[config.mk]
export PLATFORM = sky130hd
export DESIGN_NAME = gpt_timer
export DESIGN_NICKNAME = d
export VERILOG_FILES = /design/src/rtl/gpt_pkg.sv /design/src/rtl/gpt_addr_dec.sv /design/src/rtl/gpt_prescaler.sv /design/src/rtl/gpt_counter.sv /design/src/rtl/gpt_regs.sv /design/src/rtl/gpt_timer.sv
export SDC_FILE = /design/constraint.sdc
export NUM_CORES = 1
export LEC_CHECK = 0
export ABC_AREA = 1
export CAP_MARGIN = 5
export CORE_MARGIN = 2
export CORE_UTILIZATION = 55
export CTS_BUF_LIST = sky130_fd_sc_hd__clkbuf_4 sky130_fd_sc_hd__clkbuf_8 sky130_fd_sc_hd__clkbuf_16
export DETAILED_ROUTE_END_ITERATION = 10
export GPL_TIMING_DRIVEN = 0
export PLACE_DENSITY_LB_ADDON = 0.3
export SLEW_MARGIN = 20
export SYNTH_ARGS = -nofsm -noshare
export SYNTH_HDL_FRONTEND = slang
export SYNTH_HIERARCHICAL = 1
export SYNTH_SLANG_ARGS = --single-unit
[constraint.sdc]
create_clock -name clk -period 2.9 [get_ports clk]
set_input_delay 0.58 -clock clk [delete_from_list [all_inputs] [get_ports clk]]
set_output_delay 0.58 -clock clk [all_outputs]
set_load 0.03 [all_outputs]
[src/rtl/gpt_pkg.sv]
package gpt_pkg;

   localparam int unsigned GPT_DW = 32;

   // register byte offsets
   localparam int unsigned OFS_COUNT   = 0;
   localparam int unsigned OFS_PRELOAD = 4;
   localparam int unsigned OFS_STATUS  = 8;
   localparam int unsigned OFS_INTEN   = 12;
   localparam int unsigned OFS_CONTROL = 16;

   // control word bit positions
   localparam int unsigned CB_ACT    = 0;
   localparam int unsigned CB_UP     = 2;
   localparam int unsigned CB_ARST   = 3;
   localparam int unsigned CB_SRST   = 4;
   localparam int unsigned CB_START  = 5;
   localparam int unsigned CB_RELOAD = 6;
   localparam int unsigned CB_HALT   = 7;
   localparam int unsigned CB_DIV    = 16;
   localparam int unsigned DIV_MAX_W = 16;

   typedef struct packed {
      logic halt;
      logic start;
      logic arst;
      logic up;
      logic act;
   } gpt_mode_t;

   typedef enum logic [2:0] {
      SEL_NONE,
      SEL_COUNT,
      SEL_PRELOAD,
      SEL_STATUS,
      SEL_INTEN,
      SEL_CONTROL
   } gpt_sel_e;

endpackage

[src/rtl/gpt_addr_dec.sv]
module gpt_addr_dec
   import gpt_pkg::*;
#(
   parameter int unsigned AW = 5
) (
   input  logic [AW-1:0] addr,
   output gpt_sel_e      sel
);

   always_comb begin
      if (addr == AW'(OFS_COUNT))        sel = SEL_COUNT;
      else if (addr == AW'(OFS_PRELOAD)) sel = SEL_PRELOAD;
      else if (addr == AW'(OFS_STATUS))  sel = SEL_STATUS;
      else if (addr == AW'(OFS_INTEN))   sel = SEL_INTEN;
      else if (addr == AW'(OFS_CONTROL)) sel = SEL_CONTROL;
      else                               sel = SEL_NONE;
   end

endmodule

[src/rtl/gpt_prescaler.sv]
module gpt_prescaler #(
   parameter int unsigned PRE_W = 16,
   localparam int unsigned PSC_W = (PRE_W > 0) ? PRE_W : 1
) (
   input  logic             clk,
   input  logic             rst_n,
   input  logic             clr,    // restart the phase
   input  logic             en,     // active and started
   input  logic             hold,   // halt: freeze phase
   input  logic [PSC_W-1:0] div,
   output logic             tick
);

   generate
      if (PRE_W > 0) begin : g_div
         logic [PSC_W-1:0] phase_q;
         logic             wrap;

         assign wrap = (phase_q == div);
         assign tick = en && !hold && wrap;

         always_ff @(posedge clk or negedge rst_n) begin
            if (!rst_n) begin
               phase_q <= '0;
            end else if (clr || !en) begin
               phase_q <= '0;
            end else if (!hold) begin
               phase_q <= wrap ? '0 : phase_q + PSC_W'(1);
            end
         end
      end else begin : g_pass
         logic unused_pass;
         assign unused_pass = ^{clk, rst_n, clr, div};
         assign tick = en && !hold;
      end
   endgenerate

endmodule

[src/rtl/gpt_counter.sv]
module gpt_counter #(
   parameter int unsigned CNT_W = 32
) (
   input  logic             clk,
   input  logic             rst_n,
   input  logic             tick,
   input  logic             up,
   input  logic             arst,
   input  logic [CNT_W-1:0] preload,
   input  logic             ld,
   input  logic [CNT_W-1:0] ld_val,
   output logic [CNT_W-1:0] cnt,
   output logic             term
);

   logic [CNT_W-1:0] cnt_q;
   logic [CNT_W-1:0] end_val;
   logic [CNT_W-1:0] restart_val;

   assign end_val     = up ? preload : '0;
   assign restart_val = up ? '0 : preload;
   assign term        = tick && (cnt_q == end_val);
   assign cnt         = cnt_q;

   always_ff @(posedge clk or negedge rst_n) begin
      if (!rst_n) begin
         cnt_q <= '0;
      end else if (ld) begin
         cnt_q <= ld_val;
      end else if (term) begin
         if (arst) cnt_q <= restart_val;
      end else if (tick) begin
         cnt_q <= up ? cnt_q + CNT_W'(1) : cnt_q - CNT_W'(1);
      end
   end

endmodule

[src/rtl/gpt_regs.sv]
module gpt_regs
   import gpt_pkg::*;
#(
   parameter int unsigned CNT_W = 32,
   parameter int unsigned PRE_W = 16,
   localparam int unsigned PSC_W = (PRE_W > 0) ? PRE_W : 1
) (
   input  logic              clk,
   input  logic              rst_n,
   input  logic              wr_en,
   input  gpt_sel_e          sel,
   input  logic [GPT_DW-1:0] wdata,
   input  logic [CNT_W-1:0]  cnt,
   input  logic              term,
   output logic [CNT_W-1:0]  preload,
   output gpt_mode_t         mode,
   output logic [PSC_W-1:0]  div,
   output logic              ie,
   output logic              status,
   output logic              srst_flag,
   output logic              cnt_ld,
   output logic [CNT_W-1:0]  cnt_ld_val,
   output logic [GPT_DW-1:0] rdata
);

   logic             wr_ctrl, wr_cnt, wr_pre, wr_ie, wr_st;
   logic             sw_srst, sw_rld;
   logic [PSC_W-1:0] div_wval;
   logic [CNT_W-1:0] preload_q;
   gpt_mode_t        mode_q;
   logic [PSC_W-1:0] div_q;
   logic             ie_q, status_q, srst_q;
   logic             unused_wdata;

   assign unused_wdata = ^wdata;

   assign wr_ctrl = wr_en && (sel == SEL_CONTROL);
   assign wr_cnt  = wr_en && (sel == SEL_COUNT);
   assign wr_pre  = wr_en && (sel == SEL_PRELOAD);
   assign wr_ie   = wr_en && (sel == SEL_INTEN);
   assign wr_st   = wr_en && (sel == SEL_STATUS);
   assign sw_srst = wr_ctrl && wdata[CB_SRST];
   assign sw_rld  = wr_ctrl && wdata[CB_RELOAD] && !sw_srst;

   generate
      if (PRE_W > 0) begin : g_divw
         assign div_wval = wdata[CB_DIV +: PSC_W];
      end else begin : g_nodivw
         assign div_wval = '0;
      end
   endgenerate

   // counter load request: soft reset, forced reload or direct write
   assign cnt_ld = sw_srst || sw_rld || wr_cnt;
   always_comb begin
      if (sw_srst)     cnt_ld_val = '0;
      else if (sw_rld) cnt_ld_val = preload_q;
      else             cnt_ld_val = wdata[CNT_W-1:0];
   end

   always_ff @(posedge clk or negedge rst_n) begin
      if (!rst_n) begin
         preload_q <= '0;
         mode_q    <= '0;
         div_q     <= '0;
         ie_q      <= 1'b0;
         status_q  <= 1'b0;
         srst_q    <= 1'b0;
      end else if (sw_srst) begin
         preload_q <= '0;
         mode_q    <= '0;
         div_q     <= '0;
         ie_q      <= 1'b0;
         status_q  <= 1'b0;
         srst_q    <= 1'b1;
      end else begin
         srst_q <= 1'b0;
         if (wr_pre) preload_q <= wdata[CNT_W-1:0];
         if (wr_ie)  ie_q      <= wdata[0];
         if (term)                    status_q <= 1'b1;
         else if (wr_st && wdata[0])  status_q <= 1'b0;
         if (wr_ctrl) begin
            mode_q.act   <= wdata[CB_ACT];
            mode_q.up    <= wdata[CB_UP];
            mode_q.arst  <= wdata[CB_ARST];
            mode_q.start <= wdata[CB_START];
            mode_q.halt  <= wdata[CB_HALT];
            div_q        <= div_wval;
         end else if (term && !mode_q.arst) begin
            mode_q.start <= 1'b0;
         end
      end
   end

   always_comb begin
      rdata = '0;
      case (sel)
         SEL_COUNT:   rdata[CNT_W-1:0] = cnt;
         SEL_PRELOAD: rdata[CNT_W-1:0] = preload_q;
         SEL_STATUS:  rdata[0]         = status_q;
         SEL_INTEN:   rdata[0]         = ie_q;
         SEL_CONTROL: begin
            rdata[CB_ACT]          = mode_q.act;
            rdata[CB_UP]           = mode_q.up;
            rdata[CB_ARST]         = mode_q.arst;
            rdata[CB_SRST]         = srst_q;
            rdata[CB_START]        = mode_q.start;
            rdata[CB_HALT]         = mode_q.halt;
            rdata[CB_DIV +: PSC_W] = div_q;
         end
         default: rdata = '0;
      endcase
   end

   assign preload   = preload_q;
   assign mode      = mode_q;
   assign div       = div_q;
   assign ie        = ie_q;
   assign status    = status_q;
   assign srst_flag = srst_q;

endmodule

[src/rtl/gpt_timer.sv]
module gpt_timer
   import gpt_pkg::*;
#(
   parameter int unsigned CNT_W = 32,
   parameter int unsigned PRE_W = 16,
   parameter int unsigned AW    = 5
) (
   input  logic              clk,
   input  logic              rst_n,
   input  logic              bus_en,
   input  logic              bus_we,
   input  logic [AW-1:0]     bus_addr,
   input  logic [GPT_DW-1:0] bus_wdata,
   output logic [GPT_DW-1:0] bus_rdata,
   output logic              irq
);

   localparam int unsigned PSC_W = (PRE_W > 0) ? PRE_W : 1;

   generate
      if (CNT_W < 2 || CNT_W > GPT_DW) begin : g_bad_cnt
         $error("gpt_timer: CNT_W must be within 2..32");
      end
      if (PRE_W > DIV_MAX_W) begin : g_bad_pre
         $error("gpt_timer: PRE_W must not exceed 16");
      end
      if (AW < 5) begin : g_bad_aw
         $error("gpt_timer: AW must cover offset 0x10");
      end
   endgenerate

   gpt_sel_e         sel;
   gpt_mode_t        mode;
   logic [CNT_W-1:0] cnt, preload, cnt_ld_val;
   logic [PSC_W-1:0] div;
   logic             ie, status, srst_flag, cnt_ld;
   logic             tick, term, run;

   gpt_addr_dec #(.AW(AW)) u_dec (
      .addr (bus_addr),
      .sel  (sel)
   );

   gpt_regs #(.CNT_W(CNT_W), .PRE_W(PRE_W)) u_regs (
      .clk        (clk),
      .rst_n      (rst_n),
      .wr_en      (bus_en && bus_we),
      .sel        (sel),
      .wdata      (bus_wdata),
      .cnt        (cnt),
      .term       (term),
      .preload    (preload),
      .mode       (mode),
      .div        (div),
      .ie         (ie),
      .status     (status),
      .srst_flag  (srst_flag),
      .cnt_ld     (cnt_ld),
      .cnt_ld_val (cnt_ld_val),
      .rdata      (bus_rdata)
   );

   assign run = mode.act && mode.start;

   gpt_prescaler #(.PRE_W(PRE_W)) u_psc (
      .clk  (clk),
      .rst_n(rst_n),
      .clr  (cnt_ld),
      .en   (run),
      .hold (mode.halt),
      .div  (div),
      .tick (tick)
   );

   gpt_counter #(.CNT_W(CNT_W)) u_cnt (
      .clk    (clk),
      .rst_n  (rst_n),
      .tick   (tick),
      .up     (mode.up),
      .arst   (mode.arst),
      .preload(preload),
      .ld     (cnt_ld),
      .ld_val (cnt_ld_val),
      .cnt    (cnt),
      .term   (term)
   );

   assign irq = status && ie;

endmodule

==> Word-level counts from Yosys, hierarchy flattened <==
Index checks and enable logic that the tools add are counted.
{ "totals": {"wordCells": 98, "output_inout_bits": 33, "reg_bits": 104} }
{ "classes": {"n_mux": 39, "add_sub_neg": 3, "reduce_logical": 31, "eq_ne": 13} }
{ "op_table": {"columns": ["op", "count"], "rows": [
  ["$mux W32", 11],
  ["$mux W16", 5],
  ["$pmux W16 S3", 1],
  ["$add A32 B1 Y32 const B", 1],
  ["$eq A32 B32 Y1", 1],
  ["$sub A32 B1 Y32 const B", 1],
  ["$mux W3", 6],
  ["$add A16 B1 Y16 const B", 1],
  ["$eq A16 B16 Y1", 1],
  ["$logic_and A1 B1 Y1", 16],
  ["$pmux W8 S2", 1],
  ["$pmux W4 S3", 1],
  ["$eq A5 B4 Y1 const B", 2],
  ["$mux W1", 9],
  ["$reduce_bool A3 Y1", 3],
  ["$eq A3 B2 Y1 const B", 2],
  ["$eq A3 B3 Y1 const B", 2],
  ["$reduce_bool A2 Y1", 3],
  ["$eq A5 B3 Y1 const B", 1],
  ["$eq A5 B5 Y1 const B", 1],
  ["$logic_not A5 Y1", 1],
  ["$mux W5", 1],
  ["$pmux W1 S5", 1],
  ["$logic_not A1 Y1", 4],
  ["7 further kinds", 10]
]} }

==> Longest topological paths before layout <==
Gate-level depths: netlist (run 1).
{ "logic_depth": {"ltp_word": 15, "depth_mapped": 20, "mapped_depth_nobuf": 17} }

==> Hierarchy <==
The synthesis (run 1) kept the hierarchy.
{ "by_module_without_submodules": {"columns": ["module", "area_each_um2", "cells_each", "n_inst"], "rows": [
  ["gpt_counter", 5587.9, 1090, 1],
  ["gpt_regs", 3355.7, 486, 1],
  ["gpt_prescaler", 1281.2, 206, 1],
  ["gpt_addr_dec", 66.3, 14, 1],
  ["gpt_timer", 22.5, 6, 1]
]} }

==> Worst setup path before layout (run 1) <==
OpenSTA, ideal clock, no wires.
{ "synth_timing": {"path_kind": "register to register", "startpoint": "register u_regs/mode[1] (netlist name)", "endpoint": "register u_cnt.cnt_q[31] (netlist: u_cnt/cnt[31])", "path_stages_with_launch": 18, "setup_time_ps": 117, "synth_period_minus_slack_ps": 3196, "t_arrival_ps": 3079, "required_time_ps": 2783, "path_slack_ps": -296, "path_cell_list": "dfrtp_1 -> buf_4 -> buf_2 -> inv_1 -> clkbuf_1 -> ha_1 -> nand2_1 -> nand3_1 -> nand2_1 -> nand2_1 -> nand2_1 -> nand2_1 -> nand2_1 -> nand3_1 -> nand3_1 -> nand3_1 -> nand2_1 -> nand2_1"} }
{ "synth_via": {"elab_chain_cells": 5, "elab_cells_between_ends": 12, "classes_between": "2 x eq/ne; 7 x mux; 3 x reduce/logical"} }
{ "synth_lines": {"columns": ["element", "line_no", "rtl"], "rows": [
  ["$mux W32", "gpt_counter.sv:20", "assign end_val = up ? preload : '0;"],
  ["$eq A32 B32 Y1", "gpt_counter.sv:22", "assign term = tick && (cnt_q == end_val);"],
  ["$logic_and A1 B1 Y1", "gpt_counter.sv:22", null],
  ["$ne A3 B2 Y1 (no source line) (tied with other cells)", null, null],
  ["$reduce_and A2 Y1 (no source line) / $mux W32 (equally long branches)", null, null],
  ["end signal: assignment", "gpt_counter.sv:29", "cnt_q <= ld_val;"],
  ["end signal: assignment", "gpt_counter.sv:31", "if (arst) cnt_q <= restart_val;"],
  ["end signal: assignment", "gpt_counter.sv:33", "cnt_q <= up ? cnt_q + CNT_W'(1) : cnt_q - CNT_W'(1);"],
  ["end: declaration", "gpt_counter.sv:16", "logic [CNT_W-1:0] cnt_q;"]
]} }
Parallel ways exist; a longest one is shown, timed or not. The select of a mux whose other input is x is not followed.
A chain may end at the register's enable or synchronous reset.

==> Final worst setup path (run 1) <==
{ "layout_timing": {"startpoint": "input port bus_addr[0]", "endpoint": "output port bus_rdata[3]"} }
{ "layout_via": {"elab_chain_cells": 8, "elab_cells_between_ends": 14, "classes_between": "7 x eq/ne; 6 x mux; 1 x reduce/logical"} }
{ "layout_lines": {"columns": ["element", "line_no", "rtl"], "rows": [
  ["start: declaration", "gpt_timer.sv:12", "input logic [AW-1:0] bus_addr,"],
  ["$eq A5 B5 Y1", "gpt_addr_dec.sv:15", "else if (addr == AW'(OFS_CONTROL)) sel = SEL_CONTROL;"],
  ["$mux W3", "gpt_addr_dec.sv:15", null],
  ["$mux W3", "gpt_addr_dec.sv:14", "else if (addr == AW'(OFS_INTEN)) sel = SEL_INTEN;"],
  ["$mux W3", "gpt_addr_dec.sv:13", "else if (addr == AW'(OFS_STATUS)) sel = SEL_STATUS;"],
  ["$mux W3", "gpt_addr_dec.sv:12", "else if (addr == AW'(OFS_PRELOAD)) sel = SEL_PRELOAD;"],
  ["$mux W3 *", "gpt_addr_dec.sv:11", "if (addr == AW'(OFS_COUNT)) sel = SEL_COUNT;"],
  ["named net sel[0]", "gpt_timer.sv:32", "gpt_sel_e sel;"],
  ["$eq A3 B3 Y1 (tied with other cells)", "gpt_regs.sv:97", "case (sel)"],
  ["$pmux W4 S3 *", "gpt_regs.sv:97", null],
  ["end: declaration", "gpt_timer.sv:14", "output logic [GPT_DW-1:0] bus_rdata,"]
]} }
Mark *: on every way through the listed nets, which the timed path passes. The rest lies on a longest branch.

==> results of run 1 <==
Yosys cell counts, drive strengths merged (19+ instances only):
master	number
clkbuf	34
nor2	121
xor2	19
nand2	757
ha	31
buf	47
dfrtp	104
nand3	233
nand4	69
o211ai	19
o21ai	46
inv	239
a21oi	50
area by class of cell:
class                   count  area, µm²
clock buffers               9        225
clock inverters             7       73.8
flip-flops and latches    104       2600
plain buffers              80        571
well taps                 234        293
fillers                  1796       6460
inverters                 242        915
multi-input cells        1375       6660
repair buffers             92        781
worst min path at each step:
stage	cells past startpoint	slack, ns	endpoint	startpoint
finish	1	0.15	u_psc/g_div.phase_q[10]	rst_n
global route	1	0.19	u_psc/g_div.phase_q[0]	rst_n
CTS	1	0.17	u_psc/g_div.phase_q[10]	rst_n
detailed placement	2	0.52	u_regs/ie	u_regs/ie
global placement	2	0.51	u_psc/g_div.phase_q[15]	u_psc/g_div.phase_q[15]
floorplan	0	0.28	u_cnt/cnt[0]	rst_n
flip-flops by register name (all words and copies together) (netlist names):
register and count:
u_regs/preload 32, u_regs/ie 1, u_regs/status 1, u_regs/srst_flag 1
u_regs/div 16, u_regs/mode 5, u_cnt/cnt 32, u_psc/g_div.phase_q 16
per-layer routing:
layer | wire (µm) | part of all wire | up-vias | GRT usage
li1 | - | - | 5932 | -
met1 | 15900 | 0.42 | 5566 | 0.523
met2 | 16600 | 0.44 | 725 | 0.591
met4 | 1200 | 0.032 | 0 | 0.125
met5 | 0 | 0 | - | 0
met3 | 3790 | 0.10 | 96 | 0.0574
power by group through the flow:
stage	registers [mW]	clock network, mW	logic, mW
after floorplan	2.04	0	2.26
after global placement	2.26	0	2.93
after CTS	2.23	1.25	3.03
final	2.26	1.24	3.23
after detailed placement	2.26	0	2.99
after global routing	2.30	1.31	3.61
what timing repair did:
action                                 in CTS  in global routing
gates resized for setup                   262                 34
setup buffers                              10                  7
endpoints found under the hold margin       0                  0
pin swaps                                  12                  1
setup endpoints to repair                  80                 45
cloned                                      1                  1
kinds of logic (layout without fill, tap and decap cells):
kind of cell / count (synthesis) / count (layout) / synth area share
simple gates: 1206 / 1206 / 0.499
buf+inv: 323 / 430 / 0.129
compound gates: 117 / 117 / 0.0626
flops: 104 / 104 / 0.252
fa+ha+maj: 32 / 32 / 0.0395
xor+xnor: 20 / 20 / 0.0170
==> flow_summary_export.csv, run 1 <==
group,metric,value,unit
clock_tree,holdBufCountCts,0,
cells_and_area,layout-drive-gt1-share,0.112,
critical_path,ff2ff_path_depth,14,
critical_path,critPathMostFrequentCell,"sky130_fd_sc_hd__buf_6",
critical_path,slowest_delay,0.26,ns
placement,port_buffers,72,
timing,slew_worst_pin,0.601,ns
cells_and_area,layout.cells.most_common_list,"744 x sky130_fd_sc_hd__nand2_1, 228 x sky130_fd_sc_hd__inv_1, 228 x sky130_fd_sc_hd__nand3_1, 103 x sky130_fd_sc_hd__dfrtp_1, 102 x sky130_fd_sc_hd__nor2_1",
critical_path,setup.reg_to_reg.worst_slack,0.16,ns
critical_path,critical_path.startpoint,"bus_addr[0]",
cells_and_area,antenna-diode-count,0,
global_routing,maximum_number_of_pins_on_one_net_before_global_route_repair,55,
route,drt_pass1_iterations,6,
clock_tree,cts.root.buffer_cell,"sky130_fd_sc_hd__clkbuf_16",
power_and_ir_drop,power-per-cell-area,555,nW/µm²
critical_path,cp_data_required_time,2.32,ns
critical_path,setup.worst_path.class,"input port to output port",
critical_path,critPathTopFamily,"buffers and inverters",
critical_path,setup.worst_path.end,"bus_rdata[3]",
timing,fin_skew,0.00832,ns
critical_path,crit_buf_inv,5,
timing,final.period_utilization,0.985,
power_and_ir_drop,vdd_ir_drop_max,358,µV
global_routing,globalRoute.totalOverflow,0,
logic_synthesis,synth_top_flop_cell,"sky130_fd_sc_hd__dfrtp_1",
placement,postPlaceCellArea,11400,µm²
critical_path,crit_slowest_cell,"sky130_fd_sc_hd__dlygate4sd2_1",
clock_tree,clock_insertion_delay_worst_skew,0.37,ns
global_routing,number_of_antenna_violations_at_the_first_check_in_global_routing,0,
power_and_ir_drop,internal_power,3.52,mW
run,maxCapViolCount,0,
cells_and_area,flow.area_growth_from_synthesis,17.5,%
timing,maximum_clock_rate,350,MHz
placement,post-place-ws,-1.25,ns
timing,final_max_slew_viol_count,0,
power_and_ir_drop,lkg_pwr,6.73,nW
die,io-pin-count,74,
route,drtAntennaViolNets,0,
logic_synthesis,synth.ff_latch_count,104,
logic_synthesis,synth.top_cell.area_share,0.274,
clock_tree,clock_sinks,104,
timing,finalCriticalPeriod,2.86,ns
critical_path,setup.worst_path.end_class,"output port",
timing,relSlewSlack,0.599,
clock_tree,cts_made_buffers,9,
critical_path,r2r_end,"u_regs/mode[3]",
global_routing,grt_util_all_layers,0.373,
logic_synthesis,synth.avg_cell_area,5.72,µm²
logic_synthesis,ys_async_sr_fraction,1.00,
timing,timing.final.ws_setup,0.0431,ns
run_status,status,"completed",
logic_synthesis,synth_cell_type_count,36,
worst_hold_path,hold_path.class,"input port to async pin",
route,wl_per_cell,17.5,µm
die,core-area,18600,µm²
logic_synthesis,number_of_enable_type_register_cells_in_the_synthesized_netlist,0,
route,drt-vias-per-instance,5.75,
placement,place_congestion,0.983,
power_and_ir_drop,share_seq_of_total_power,0.336,
placement,post-place-cells,2109,
logic_synthesis,mappedNetlistArea,10300,µm²
cells_and_area,layout.cells.non_filler,2143,
global_routing,first_pass_grt_wire_length,58.5,mm
power_and_ir_drop,fraction_of_power_consumed_by_combinational_cells,0.480,
critical_path,crit_cells,11,
die,initial_core_util,0.555,
placement,dp.final_hpwl,28.9,mm
route,drt-total-wl,37.5,mm
timing,setup_viol,0,
power_and_ir_drop,power.share.switching,0.477,
logic_synthesis,yosysWarningCount,6,
timing,finalHoldWorstSlack,0.150,ns
critical_path,cp_cell_sequence,"dlygate4sd2_1 > nor2_4 > nand2_2 > a21oi_4 > inv_2 > nor3_4 > buf_6 > buf_6 > nand2_1 > o211ai_1 > buf_4",
route,number_of_drc_markers_in_iteration_0,1585,
cells_and_area,postLayoutCoreUtil,0.652,
route,drc,0,
global_routing,number_of_global_route_vias_before_repair,11188,
logic_synthesis,postSynthNetCount,1875,
timing,finalHoldViolations,0,
die,fp-row-count,50,
logic_synthesis,syn_inst,1802,
die,die_width,141,µm
critical_path,critPathMaxFanout,7,
cells_and_area,final_common_cell,"sky130_fd_sc_hd__nand2_1",
power_and_ir_drop,total_power,6.73,mW
critical_path,worst-endpoint-arrival,2.28,ns
route,via_count,12319,
cells_and_area,design_area,12100,µm²
clock_tree,max-clock-path-buffers,2,
logic_synthesis,post-synth-top-area-cell,"sky130_fd_sc_hd__nand2_1",
timing,setup_tns,0,ns
clock_tree,h_tree_depth,3,
clock_tree,clk_pin_slew,0.08,ns
power_and_ir_drop,p_sw,3.21,mW
critical_path,start_kind,"input port",
die,floorplan.die.height,141,µm
logic_synthesis,synth_area_leaders,"sky130_fd_sc_hd__nand2_1 27%, sky130_fd_sc_hd__dfrtp_1 25%, sky130_fd_sc_hd__nand3_1 11%, sky130_fd_sc_hd__inv_1 8.4%, sky130_fd_sc_hd__nand4_1 4.2%",
logic_synthesis,yosysSeqAreaShare,0.252,
power_and_ir_drop,clock_power_share,0.184,
critical_path,reg2reg_from,"u_regs/mode[1]",
cells_and_area,layout.nets,1977,
clock_tree,tritoncts_clock_tree,"done",
die,fp.dieArea,19900,µm²
No activity file was read; power rests on OpenSTA's default activity.
==> run 2, diff against run 1 <==
--- a/config.mk
+++ b/config.mk
@@ -8,8 +8,8 @@
 export ABC_AREA = 1
 export CAP_MARGIN = 5
 export CORE_MARGIN = 2
-export CORE_UTILIZATION = 55
-export CTS_BUF_LIST = sky130_fd_sc_hd__clkbuf_4 sky130_fd_sc_hd__clkbuf_8 sky130_fd_sc_hd__clkbuf_16
+export CORE_UTILIZATION = 56
+export CTS_BUF_LIST = sky130_fd_sc_hd__clkbuf_8
 export DETAILED_ROUTE_END_ITERATION = 10
 export GPL_TIMING_DRIVEN = 0
 export PLACE_DENSITY_LB_ADDON = 0.3
==> run 2 against run 1 <==
Non-clock buffer count decreased by 4. Clock-buffer cell count did not move. Critical path depth is 6 higher. Clock power decreased by 23%. Via count increased by 1.0%. Combinational power hardly changed. Critical endpoint is now u_cnt/cnt[27]. Global-route usage fell by 0.13 points. First-iteration DRC count decreased by 4.1%. Setup slack gained 0.033 ns. Power is 4.3% lower. Cell count decreased by 0.47%.
==> flow_summary_export.csv, run 2 (synthesis results as in run 1) <==
group,metric,value,unit
power_and_ir_drop,internal_power,3.32,mW
route,drt_pass1_iterations,6,
power_and_ir_drop,clock_power_share,0.148,
placement,place_congestion,0.979,
critical_path,critPathMaxFanout,20,
global_routing,first_pass_grt_wire_length,57.9,mm
placement,post-place-cells,2104,
power_and_ir_drop,power-per-cell-area,537,nW/µm²
cells_and_area,layout.nets,1973,
route,drt-vias-per-instance,5.83,
clock_tree,holdBufCountCts,0,
timing,rsz0062_at_grt,"yes",
critical_path,worst-endpoint-arrival,3.11,ns
timing,finalCriticalPeriod,2.82,ns
route,drt-total-wl,37.1,mm
critical_path,setup.worst_path.class,"flip-flop to flip-flop",
die,die_width,140,µm
timing,finalHoldWorstSlack,0.0851,ns
run_status,status,"completed",
timing,maximum_clock_rate,354,MHz
cells_and_area,flow.area_growth_from_synthesis,16.3,%
timing,fin_skew,0.0127,ns
timing,relSlewSlack,0.546,
die,floorplan.die.height,140,µm
critical_path,start_kind,"flip-flop",
route,wl_per_cell,17.4,µm
cells_and_area,layout.cells.most_common_list,"743 x sky130_fd_sc_hd__nand2_1, 228 x sky130_fd_sc_hd__inv_1, 227 x sky130_fd_sc_hd__nand3_1, 103 x sky130_fd_sc_hd__dfrtp_1, 100 x sky130_fd_sc_hd__nor2_1",
global_routing,number_of_global_route_vias_before_repair,11211,
global_routing,grt_util_all_layers,0.371,
cells_and_area,layout-drive-gt1-share,0.109,
die,core-area,18000,µm²
clock_tree,clock_insertion_delay_worst_skew,0.40,ns
route,number_of_drc_markers_in_iteration_0,1520,
critical_path,r2r_end,"u_cnt/cnt[27]",
route,drtAntennaViolNets,0,
global_routing,number_of_antenna_violations_at_the_first_check_in_global_routing,0,
route,drc,0,
placement,port_buffers,72,
cells_and_area,final_common_cell,"sky130_fd_sc_hd__nand2_1",
timing,slew_worst_pin,0.681,ns
power_and_ir_drop,p_sw,3.12,mW
power_and_ir_drop,vdd_ir_drop_max,375,µV
critical_path,cp_data_required_time,3.18,ns
clock_tree,clock_sinks,104,
cells_and_area,design_area,12000,µm²
timing,setup_viol,0,
clock_tree,tritoncts_clock_tree,"done",
critical_path,reg2reg_from,"u_regs/mode[1]",
global_routing,globalRoute.totalOverflow,0,
die,io-pin-count,74,
clock_tree,h_tree_depth,3,
placement,dp.final_hpwl,28.8,mm
clock_tree,cts_made_buffers,9,
power_and_ir_drop,power.share.switching,0.484,
critical_path,setup.reg_to_reg.worst_slack,0.08,ns
placement,postPlaceCellArea,11400,µm²
route,via_count,12444,
die,fp-row-count,49,
timing,finalHoldViolations,0,
run,maxCapViolCount,0,
clock_tree,max-clock-path-buffers,2,
critical_path,setup.worst_path.end_class,"flip-flop",
clock_tree,cts.root.buffer_cell,"sky130_fd_sc_hd__clkbuf_8",
cells_and_area,layout.cells.non_filler,2133,
timing,final_max_slew_viol_count,0,
power_and_ir_drop,lkg_pwr,6.67,nW
power_and_ir_drop,share_seq_of_total_power,0.351,
cells_and_area,antenna-diode-count,0,
timing,final.period_utilization,0.974,
die,fp.dieArea,19500,µm²
critical_path,ff2ff_path_depth,17,
die,initial_core_util,0.572,
clock_tree,clk_pin_slew,0.11,ns
global_routing,maximum_number_of_pins_on_one_net_before_global_route_repair,64,
power_and_ir_drop,fraction_of_power_consumed_by_combinational_cells,0.501,
worst_hold_path,hold_path.class,"input port to async pin",
## run 2: critical path: stages, from the launching register on
cell	delay, ns
sky130_fd_sc_hd__dfrtp_2	0.44
sky130_fd_sc_hd__buf_12	0.18
sky130_fd_sc_hd__clkinvlp_4	0.19
sky130_fd_sc_hd__buf_12	0.22
sky130_fd_sc_hd__ha_2	0.40
sky130_fd_sc_hd__nand2_1	0.11
sky130_fd_sc_hd__nor2_1	0.15
sky130_fd_sc_hd__nand2_1	0.09
sky130_fd_sc_hd__nand2_2	0.12
sky130_fd_sc_hd__nand2_1	0.09
sky130_fd_sc_hd__nand2_2	0.13
sky130_fd_sc_hd__nand2_1	0.09
sky130_fd_sc_hd__nand2_1	0.06
sky130_fd_sc_hd__nand2_1	0.04
sky130_fd_sc_hd__nand3_1	0.13
sky130_fd_sc_hd__nand3_1	0.08
sky130_fd_sc_hd__nand2_1	0.09
sky130_fd_sc_hd__nand2_1	0.06
## run 2: per-stage QoR
stage | setup slack, ns | setup TNS [ns] | power [mW] | utilization
final | 0.0762 | 0 | 6.44 | 0.665
after global routing | -0.0593 | -0.171 | 6.92 | 0.665
after CTS | 0.00107 | 0 | 6.21 | 0.650
after detailed placement | -1.29 | -90.95 | 5.24 | 0.630
after global placement | -2.81 | -380.43 | 5.17 | 0.628
after floorplan | 0.0997 | 0 | 4.30 | -
## run 2: final cells by class
cell class | count | area (µm²)
multi-input combinational | 1375 | 6670
timing repair buffer | 88 | 779
buffer | 80 | 549
sequential | 104 | 2600
tap | 229 | 287
clock buffer | 9 | 124
fill | 1735 | 6030
inverter | 242 | 915
clock inverter | 6 | 67.6
## run 2: worst max path at each step
stage                   startpoint            endpoint  slack, ns  cells past startpoint
floorplan              bus_addr[1]       u_cnt/cnt[20]        0.1                     17
global placement             rst_n  u_regs/preload[25]      -2.81                      1
detailed placement     bus_addr[1]       u_cnt/cnt[21]      -1.29                     16
CTS                 u_regs/mode[1]       u_cnt/cnt[27]      0.001                     16
global route        u_regs/mode[1]       u_cnt/cnt[29]      -0.06                     17
finish              u_regs/mode[1]       u_cnt/cnt[27]       0.08                     17
## run 2: per-layer routing
layer	GRT usage	vias to the layer above	routed length, µm
met4	0.153	0	1500
met3	0.0730	117	4110
met1	0.525	5639	15500
met2	0.558	771	16000
met5	0	-	0
li1	-	5917	-
## run 2: what timing repair did
item                                   4_1_cts  5_1_grt
endpoints found under the hold margin        0        0
buffers inserted                            11        3
setup endpoints to repair                   80       74
resized for setup                          240       59
gates cloned                                 0        1
pin swaps                                    6        6
## run 2: power groups by stage
| stage | sequential [mW] | combinational (mW) | clock, mW |
|---|---|---|---|
| detailed placement | 2.26 | 2.98 | 0 |
| CTS | 2.23 | 3.02 | 0.957 |
| global placement | 2.25 | 2.92 | 0 |
| global route | 2.29 | 3.62 | 1.01 |
| finish | 2.26 | 3.23 | 0.954 |
| floorplan | 2.04 | 2.26 | 0 |
